--- config.mk ---
export PLATFORM = sky130hd
export DESIGN_NAME = irq_fout_ctrl
export DESIGN_NICKNAME = d
export VERILOG_FILES = /design/src/rtl/ifo_pkg.sv /design/src/rtl/ifo_divider.sv /design/src/rtl/ifo_pulse_timer.sv /design/src/rtl/ifo_pin_arb.sv /design/src/rtl/irq_fout_ctrl.sv
export SDC_FILE = /design/constraint.sdc
export NUM_CORES = 1
export LEC_CHECK = 0
export BUFFER_PORTS_ARGS = -buffer_cell sky130_fd_sc_hd__buf_2
export CAP_MARGIN = 30
export CORE_ASPECT_RATIO = 0.5
export CORE_MARGIN = 3
export CORE_UTILIZATION = 38
export DETAILED_ROUTE_END_ITERATION = 6
export PLACE_DENSITY_LB_ADDON = 0.08
export REMOVE_ABC_BUFFERS = 1
export SYNTH_ARGS = -nofsm -noshare
export SYNTH_HDL_FRONTEND = slang
export SYNTH_SLANG_ARGS = --single-unit
--- constraint.sdc ---
create_clock -name clk_i -period 2.3 [get_ports clk_i]
set_input_delay 0.345 -clock clk_i [delete_from_list [all_inputs] [get_ports clk_i]]
set_output_delay 0.345 -clock clk_i [all_outputs]
set_load 0.01 [all_outputs]
--- src/rtl/ifo_pkg.sv ---
package ifo_pkg;

    localparam int unsigned SEL_W  = 4;
    localparam int unsigned CODE_W = 3;
    localparam int unsigned TAP_W  = 4;
    localparam int unsigned NCODES = 1 << CODE_W;

    typedef logic [SEL_W-1:0]  fsel_req_t;
    typedef logic [CODE_W-1:0] fcode_t;
    typedef logic [TAP_W-1:0]  tap_t;

    localparam fcode_t CODE_OFF  = fcode_t'(0);
    localparam fcode_t CODE_FAST = fcode_t'(1);

    // Which function owns the pin in a given cycle
    typedef enum logic [1:0] {
        PIN_IDLE,
        PIN_FAST,
        PIN_DIV,
        PIN_ALARM
    } pin_src_t;

    typedef struct packed {
        pin_src_t src;
        logic     level;
    } pin_drive_t;

    // Out-of-range requests (bit 3 set) collapse to "off"
    function automatic fcode_t fsel_clean(fsel_req_t req);
        if (req[SEL_W-1]) return CODE_OFF;
        return fcode_t'(req[CODE_W-1:0]);
    endfunction

    function automatic logic fcode_divided(fcode_t c);
        return c > CODE_FAST;
    endfunction

    // Divider bit whose value gives the half period for each rate code
    function automatic tap_t fcode_tap(fcode_t c);
        case (c)
            fcode_t'(2): return tap_t'(2);
            fcode_t'(3): return tap_t'(4);
            fcode_t'(4): return tap_t'(8);
            fcode_t'(5): return tap_t'(9);
            fcode_t'(6): return tap_t'(10);
            default:     return tap_t'(11);
        endcase
    endfunction

endpackage

--- src/rtl/ifo_divider.sv ---
module ifo_divider
    import ifo_pkg::*;
#(
    parameter int unsigned CNT_W    = 12,
    parameter fcode_t      RST_CODE = CODE_FAST
) (
    input  logic             clk_i,
    input  logic             rst_i,
    input  fsel_req_t        fsel_i,
    output logic [CNT_W-1:0] cnt_nxt_o,
    output fcode_t           code_nxt_o,
    output fcode_t           code_q_o
);

    logic [CNT_W-1:0] cnt_q;
    fcode_t           code_q;
    logic             wrap;

    // All divider taps restart their phase together when the counter wraps
    assign wrap = &cnt_q;

    always_comb begin
        cnt_nxt_o  = cnt_q + 1'b1;
        code_nxt_o = wrap ? fsel_clean(fsel_i) : code_q;
    end

    always_ff @(posedge clk_i) begin
        if (rst_i) begin
            cnt_q  <= '0;
            code_q <= RST_CODE;
        end else begin
            cnt_q  <= cnt_nxt_o;
            code_q <= code_nxt_o;
        end
    end

    assign code_q_o = code_q;

endmodule

--- src/rtl/ifo_pulse_timer.sv ---
module ifo_pulse_timer #(
    parameter int unsigned PULSE_CYCLES = 8192
) (
    input  logic clk_i,
    input  logic rst_i,
    input  logic fire_i,
    output logic busy_nxt_o
);

    localparam int unsigned TW = $clog2(PULSE_CYCLES + 1);

    logic [TW-1:0] left_q;
    logic [TW-1:0] left_nxt;

    // A new event restarts the full window
    always_comb begin
        if (fire_i)
            left_nxt = TW'(PULSE_CYCLES);
        else if (left_q != '0)
            left_nxt = left_q - 1'b1;
        else
            left_nxt = '0;
    end

    always_ff @(posedge clk_i) begin
        if (rst_i) left_q <= '0;
        else       left_q <= left_nxt;
    end

    assign busy_nxt_o = (left_nxt != '0);

endmodule

--- src/rtl/ifo_pin_arb.sv ---
module ifo_pin_arb
    import ifo_pkg::*;
#(
    parameter int unsigned CNT_W = 12
) (
    input  logic             clk_i,
    input  logic             rst_i,
    input  logic [CNT_W-1:0] cnt_nxt_i,
    input  fcode_t           code_nxt_i,
    input  fcode_t           code_q_i,
    input  logic             im_i,
    input  logic             flag_i,
    input  logic             pulse_nxt_i,
    input  logic             gate_i,
    output logic             slow_pull_o,
    output logic             pin_pull_o
);

    logic [NCODES-1:0] wave_by_code;
    pin_drive_t        drv;
    logic              slow_q;
    logic              fast_en_q;

    // One pull level per rate code, taken from the divider's next value
    for (genvar c = 0; c < NCODES; c++) begin : g_wave
        if (c > 1) begin : g_div
            assign wave_by_code[c] = ~cnt_nxt_i[fcode_tap(fcode_t'(c))];
        end else begin : g_none
            assign wave_by_code[c] = 1'b0;
        end
    end

    always_comb begin
        drv = '{src: PIN_IDLE, level: 1'b0};
        if (gate_i) begin
            drv = '{src: PIN_IDLE, level: 1'b0};
        end else if (code_nxt_i == CODE_FAST) begin
            drv = '{src: PIN_FAST, level: 1'b0};
        end else if (fcode_divided(code_nxt_i)) begin
            drv = '{src: PIN_DIV, level: wave_by_code[code_nxt_i]};
        end else begin
            drv = '{src: PIN_ALARM, level: (im_i ? pulse_nxt_i : flag_i)};
        end
    end

    always_ff @(posedge clk_i) begin
        if (rst_i) slow_q <= 1'b0;
        else       slow_q <= ((drv.src == PIN_DIV) || (drv.src == PIN_ALARM)) && drv.level;
    end

    // Full-rate enable changes only while the clock is low, so the gated
    // clock never produces a partial high phase
    always_ff @(negedge clk_i) begin
        if (rst_i) fast_en_q <= 1'b0;
        else       fast_en_q <= (code_q_i == CODE_FAST) && !gate_i;
    end

    assign slow_pull_o = slow_q;
    assign pin_pull_o  = (clk_i & fast_en_q) | slow_q;

endmodule

--- src/rtl/irq_fout_ctrl.sv ---
module irq_fout_ctrl
    import ifo_pkg::*;
#(
    parameter int unsigned CNT_W        = 12,
    parameter int unsigned PULSE_CYCLES = 8192
) (
    input  logic       clk_i,
    input  logic       rst_i,
    input  logic [3:0] fsel_i,
    input  logic       im_i,
    input  logic       bat_dis_i,
    input  logic       on_bat_i,
    input  logic       alarm_evt_i,
    input  logic       alarm_flag_i,
    output logic       pin_pull_o
);

    logic [CNT_W-1:0] cnt_nxt;
    fcode_t           code_nxt;
    fcode_t           code_q;
    logic             pulse_nxt;
    logic             gate;
    logic             slow_pull;

    assign gate = bat_dis_i & on_bat_i;

    ifo_divider #(
        .CNT_W    (CNT_W),
        .RST_CODE (CODE_FAST)
    ) u_div (
        .clk_i      (clk_i),
        .rst_i      (rst_i),
        .fsel_i     (fsel_i),
        .cnt_nxt_o  (cnt_nxt),
        .code_nxt_o (code_nxt),
        .code_q_o   (code_q)
    );

    ifo_pulse_timer #(
        .PULSE_CYCLES (PULSE_CYCLES)
    ) u_pulse (
        .clk_i      (clk_i),
        .rst_i      (rst_i),
        .fire_i     (alarm_evt_i),
        .busy_nxt_o (pulse_nxt)
    );

    ifo_pin_arb #(
        .CNT_W (CNT_W)
    ) u_arb (
        .clk_i       (clk_i),
        .rst_i       (rst_i),
        .cnt_nxt_i   (cnt_nxt),
        .code_nxt_i  (code_nxt),
        .code_q_i    (code_q),
        .im_i        (im_i),
        .flag_i      (alarm_flag_i),
        .pulse_nxt_i (pulse_nxt),
        .gate_i      (gate),
        .slow_pull_o (slow_pull),
        .pin_pull_o  (pin_pull_o)
    );

endmodule

### Yosys cells after proc, flatten, opt, wreduce, memory -nomap -nowiden

Cells that the tools add are included.

| storage, ports and cells | value |
|---|---|
| flip-flop bits (word level) | 31 |
| input port bits | 11 |
| output and inout bits | 1 |
| word-level logic and storage cells | 41 |

| operators by class | value |
|---|---|
| $add $sub $neg | 2 |
| order comparisons | 2 |
| eq/ne operators | 4 |
| muxes and demuxes | 12 |
| bitwise operators | 9 |
| reductions and logical operators | 7 |

Operators with widths:

| operator | number |
|---|---|
| 14-bit 2-to-1 mux | 2 |
| 14-bit nonzero test | 2 |
| 3-bit 2-to-1 mux | 5 |
| 14-bit by 1-bit subtractor with 14-bit output, second input constant | 1 |
| 12-bit by 1-bit adder with 12-bit output, second input constant | 1 |
| 12-bit AND reduction | 1 |
| 3-bit by 1-bit equality test with 1-bit output, second input constant | 2 |
| 1-bit NOT | 6 |
| 2-bit equality test, second input constant | 2 |
| 3-bit by 4-bit less-than comparator with 1-bit output, second input constant | 1 |
| 1-bit binary-select mux with 3-bit select | 1 |
| 3-bit by 1-bit greater-than comparator with 1-bit output, second input constant | 1 |
| 1-bit 2-to-1 mux | 3 |
| 1-bit AND | 2 |
| 1-bit logical AND | 2 |
| 2-bit 2-to-1 mux | 1 |
| 1-bit zero test | 1 |
| 1-bit logical OR | 1 |
| 1-bit OR | 1 |

### Depth between registers and ports, before layout

| depth | value |
|---|---|
| depth after elaboration | 11 |
| depth in mapped cells | 9 |
| mapped depth without buffers | 8 |

### Cells and area by module

A second synthesis with hierarchy kept.

| unflattened totals | value |
|---|---|
| cells, all modules | 184 |
| area, all modules | 1595.3 sq um |

Modules (own cells, without submodules):

| module | times used | cells each | area an instance (sq um) | sequential area each (sq um) |
|---|---|---|---|---|
| ifo_divider | 1 | 86 | 723.2 | 300.3 |
| ifo_pulse_timer | 1 | 81 | 713.2 | 280.3 |
| ifo_pin_arb | 1 | 16 | 152.6 | 40.0 |
| irq_fout_ctrl | 1 | 1 | 6.3 | 0.0 |

==> flow_metrics.py <==
metrics = {
    "placed_design": {
        "portBuffers": 11,
        "dpl_worst_slack_ns": 0.0868,
        "dpl.cell_count": 251,
        "gp_congestion": 0.781,
        "place_hpwl_mm": 2.41,
    },
    "route": {
        "drt_iter0_drc": 23,
        "drtAntennaViolNets": 0,
        "routed_via_density": 5.15,
        "drcViolationCount": 0,
        "first_pass_iters": 4,
        "via_count": 1350,
        "postRouteWirelength_mm": 3.27,
        "post_drt_wl_per_cell_um": 12.5,
    },
    "yosys": {
        "synth_top_family_by_area": "simple AND/OR/NAND/NOR gates",
        "synth_compound_area_frac": 0.143,
        "postSynthAreaPerCell_sq_um": 8.57,
        "synthDistinctLibCells": 45,
        "synth_seq_cells": 31,
        "synth-simple-area-share": 0.288,
        "synth_top_area_frac": 0.396,
        "synthXorXnorAreaFrac": 0.0949,
        "synth_top_area_cell": "dfxtp_1",
        "yosysWarnings": 0,
        "muxShareOfSynthArea": 0.0199,
        "ys_seq_area_frac": 0.396,
        "syn_area_sq_mm": 0.00157,
        "synth_adder_area_share": 0.0159,
        "synth_area_leaders": "dfxtp_1 40%, nor2_1 6.7%, xnor2_1 5.6%",
        "netlist_instances": 183,
    },
    "global_routing": {
        "grt_pass1_vias": 1319,
        "grt_pass1_wl_mm": 5.77,
        "grt_max_degree": 20,
        "grt_antenna_before_repair": 0,
        "grt_util_all_layers": 0.149,
        "grt_overflow": 0,
    },
    "floorplanning": {
        "rows": 15,
        "start_util": 0.424,
        "die_h_um": 51.4,
        "dieArea_sq_mm": 0.00498,
        "fp.dieW_um": 96.9,
        "core_area_sq_mm": 0.00370,
        "ioPinCount": 12,
    },
    "cells_and_area": {
        "drive_gt1_frac": 0.223,
        "fin_nets": 223,
        "antenna_cells": 0,
        "mostFrequentLayoutCell": "dfxtp_1",
        "syn2layout_area_growth_pct": 21.1,
        "layoutNonFillerInstCount": 262,
        "layout_common_cells": "31 x dfxtp_1, 28 x nor2_1, 13 x a21oi_1, 13 x nand2_1, 12 x buf_4",
    },
    "timing": {
        "relSlewSlack": 0.660,
        "maxSlewViolCount": 0,
        "finalSetupViolations": 1,
        "hold_viol_final": 0,
        "setup_ws_ns": -0.200,
        "tightestPinTransition_ns": 0.505,
        "setup_tns_ns": -0.200,
        "rsz0062_at_grt": "yes",
        "skew_ns": 0.0721,
        "hold_slack_ns": 0.164,
    },
    "worst_setup_path": {
        "timing.rr.start": "u_div.cnt_q[0]",
        "crit_type": "reg -> out",
        "cp.arrival_ns": 2.16,
        "cp_slowest_cell": "dfxtp_1",
        "crit_required_ns": 1.96,
        "cpPeakStageDelay_ns": 0.29,
        "rrSetupSlack_ns": 0.09,
        "cp-end-kind": "primary output",
        "startpoint_type": "register",
        "reg2reg_depth": 7,
        "crit_chain": "a21o_1, buf_2",
        "path_max_fanout": 1,
        "r2r_end": "u_arb.slow_pull_o",
    },
    "min_path": {
        "hp-start": "alarm_evt_i",
        "hold_end": "u_pulse.left_q[8]",
        "hp-class": "in -> reg",
        "hold_depth": 2,
    },
    "run_status": {
        "violations": "negative setup slack",
        "status": "complete, but fails checks",
    },
    "cts": {
        "insertion_delay_ns": 0.45,
        "cts_tree": "built",
        "cts_hold_buf": 0,
        "path_clk_slew_ns": 0.07,
    },
    "flow_run": {
        "drv_cap": 0,
    },
    "power": {
        "cellLeakagePower_uw": 0.000739,
        "power.density_mw_per_mm2": 1270,
        "ir_drop_mv": 0.375,
        "power.total_uw": 2420,
    },
}
cell usage after synthesis, drive strengths merged:
library cell and n:
xnor2 10, nand4 4, a311o 1, nor4b 1, nor2 28, buf 2
nand3 7, clkbuf 4, nand2 14, nand2b 3, nor2b 1, mux2 1
and2b 1, o211ai 2, mux2i 2, or4 1, nand4b 1, a211o 1
nor3 6, o2111ai 1, o31ai 3, ha 2, inv 8, nor3b 5
and3 2, a21oi 14, a211oi 2, a41oi 1, o21ai 3, a21o 1
a31oi 1, xor2 7, nor4 5, dfxtp 31, and3b 1, a21boi 1
and2 1, a2111oi 1, or3 2, o41ai 1
how the worst max path moves through the flow:
stage	slack, ns	start	end	cells after the start
3_5_place_dp	0.09	u_div.cnt_q[0]	u_arb.slow_pull_o	7
3_3_place_gp	0.13	u_div.cnt_q[0]	u_arb.slow_pull_o	7
5_1_grt	-0.25	u_arb.fast_en_q	pin_pull_o	2
2_1_floorplan	0.24	u_div.cnt_q[0]	u_arb.slow_pull_o	7
4_1_cts	-0.21	u_arb.fast_en_q	pin_pull_o	2
6_report	-0.20	u_arb.fast_en_q	pin_pull_o	2
kinds of logic after synthesis:
kind of cell,after synthesis
AND/OR/NAND/NOR,83
XOR/XNOR,17
multiplexers,3
flip-flops,31
buffers and inverters,14
adder cells (fa/ha/maj),2
AO/OA/AOI/OAI,33
timing repair:
| action | CTS | global route |
|---|---|---|
| setup buffers | 0 | 0 |
| endpoints found under the setup margin | 1 | 2 |
| gates resized for setup | 0 | 1 |
registers in the layout (all words and copies together) (netlist names):
| signal | count |
|---|---|
| u_pulse.left_q | 14 |
| u_div.cnt_q | 12 |
| u_div.code_q_o | 3 |
| u_arb.fast_en_q | 1 |
| u_arb.slow_pull_o | 1 |
final cells by class:
class	instances	area [sq um]
multi-input cells	138	887
clock buffers	11	154
fillers	364	1800
flip-flops and latches	31	621
well taps	51	63.8
clock inverters	2	8.76
repair buffers	22	140
inverters	7	26.3
worst max-delay path, delay by kind of cell, from the launching register on:
kind            cells  cell delay [ns]
compound gates      1             0.14
buf+inv             1             0.13
flops               1             0.29
routing by layer:
layer  share of wire  track usage
met4           0.012       0.0746
met1            0.49        0.181
met2            0.46        0.224
met3           0.042       0.0681
met5               0            0
through the flow:
step	utilization	instance area, sq um
finish	0.514	1900
global placement	0.471	1740
CTS	0.512	1890
floorplan	-	1530
global route	0.514	1900
detailed placement	0.471	1740
where the power goes:
part | leakage [uW] | switching [uW] | internal [uW]
clock | 0.000101 | 243 | 429
sequential | 0.000253 | 117 | 636
combinational | 0.000386 | 499 | 492
total | 0.000739 | 858 | 1560
Power figures use the tool's default switching activity.
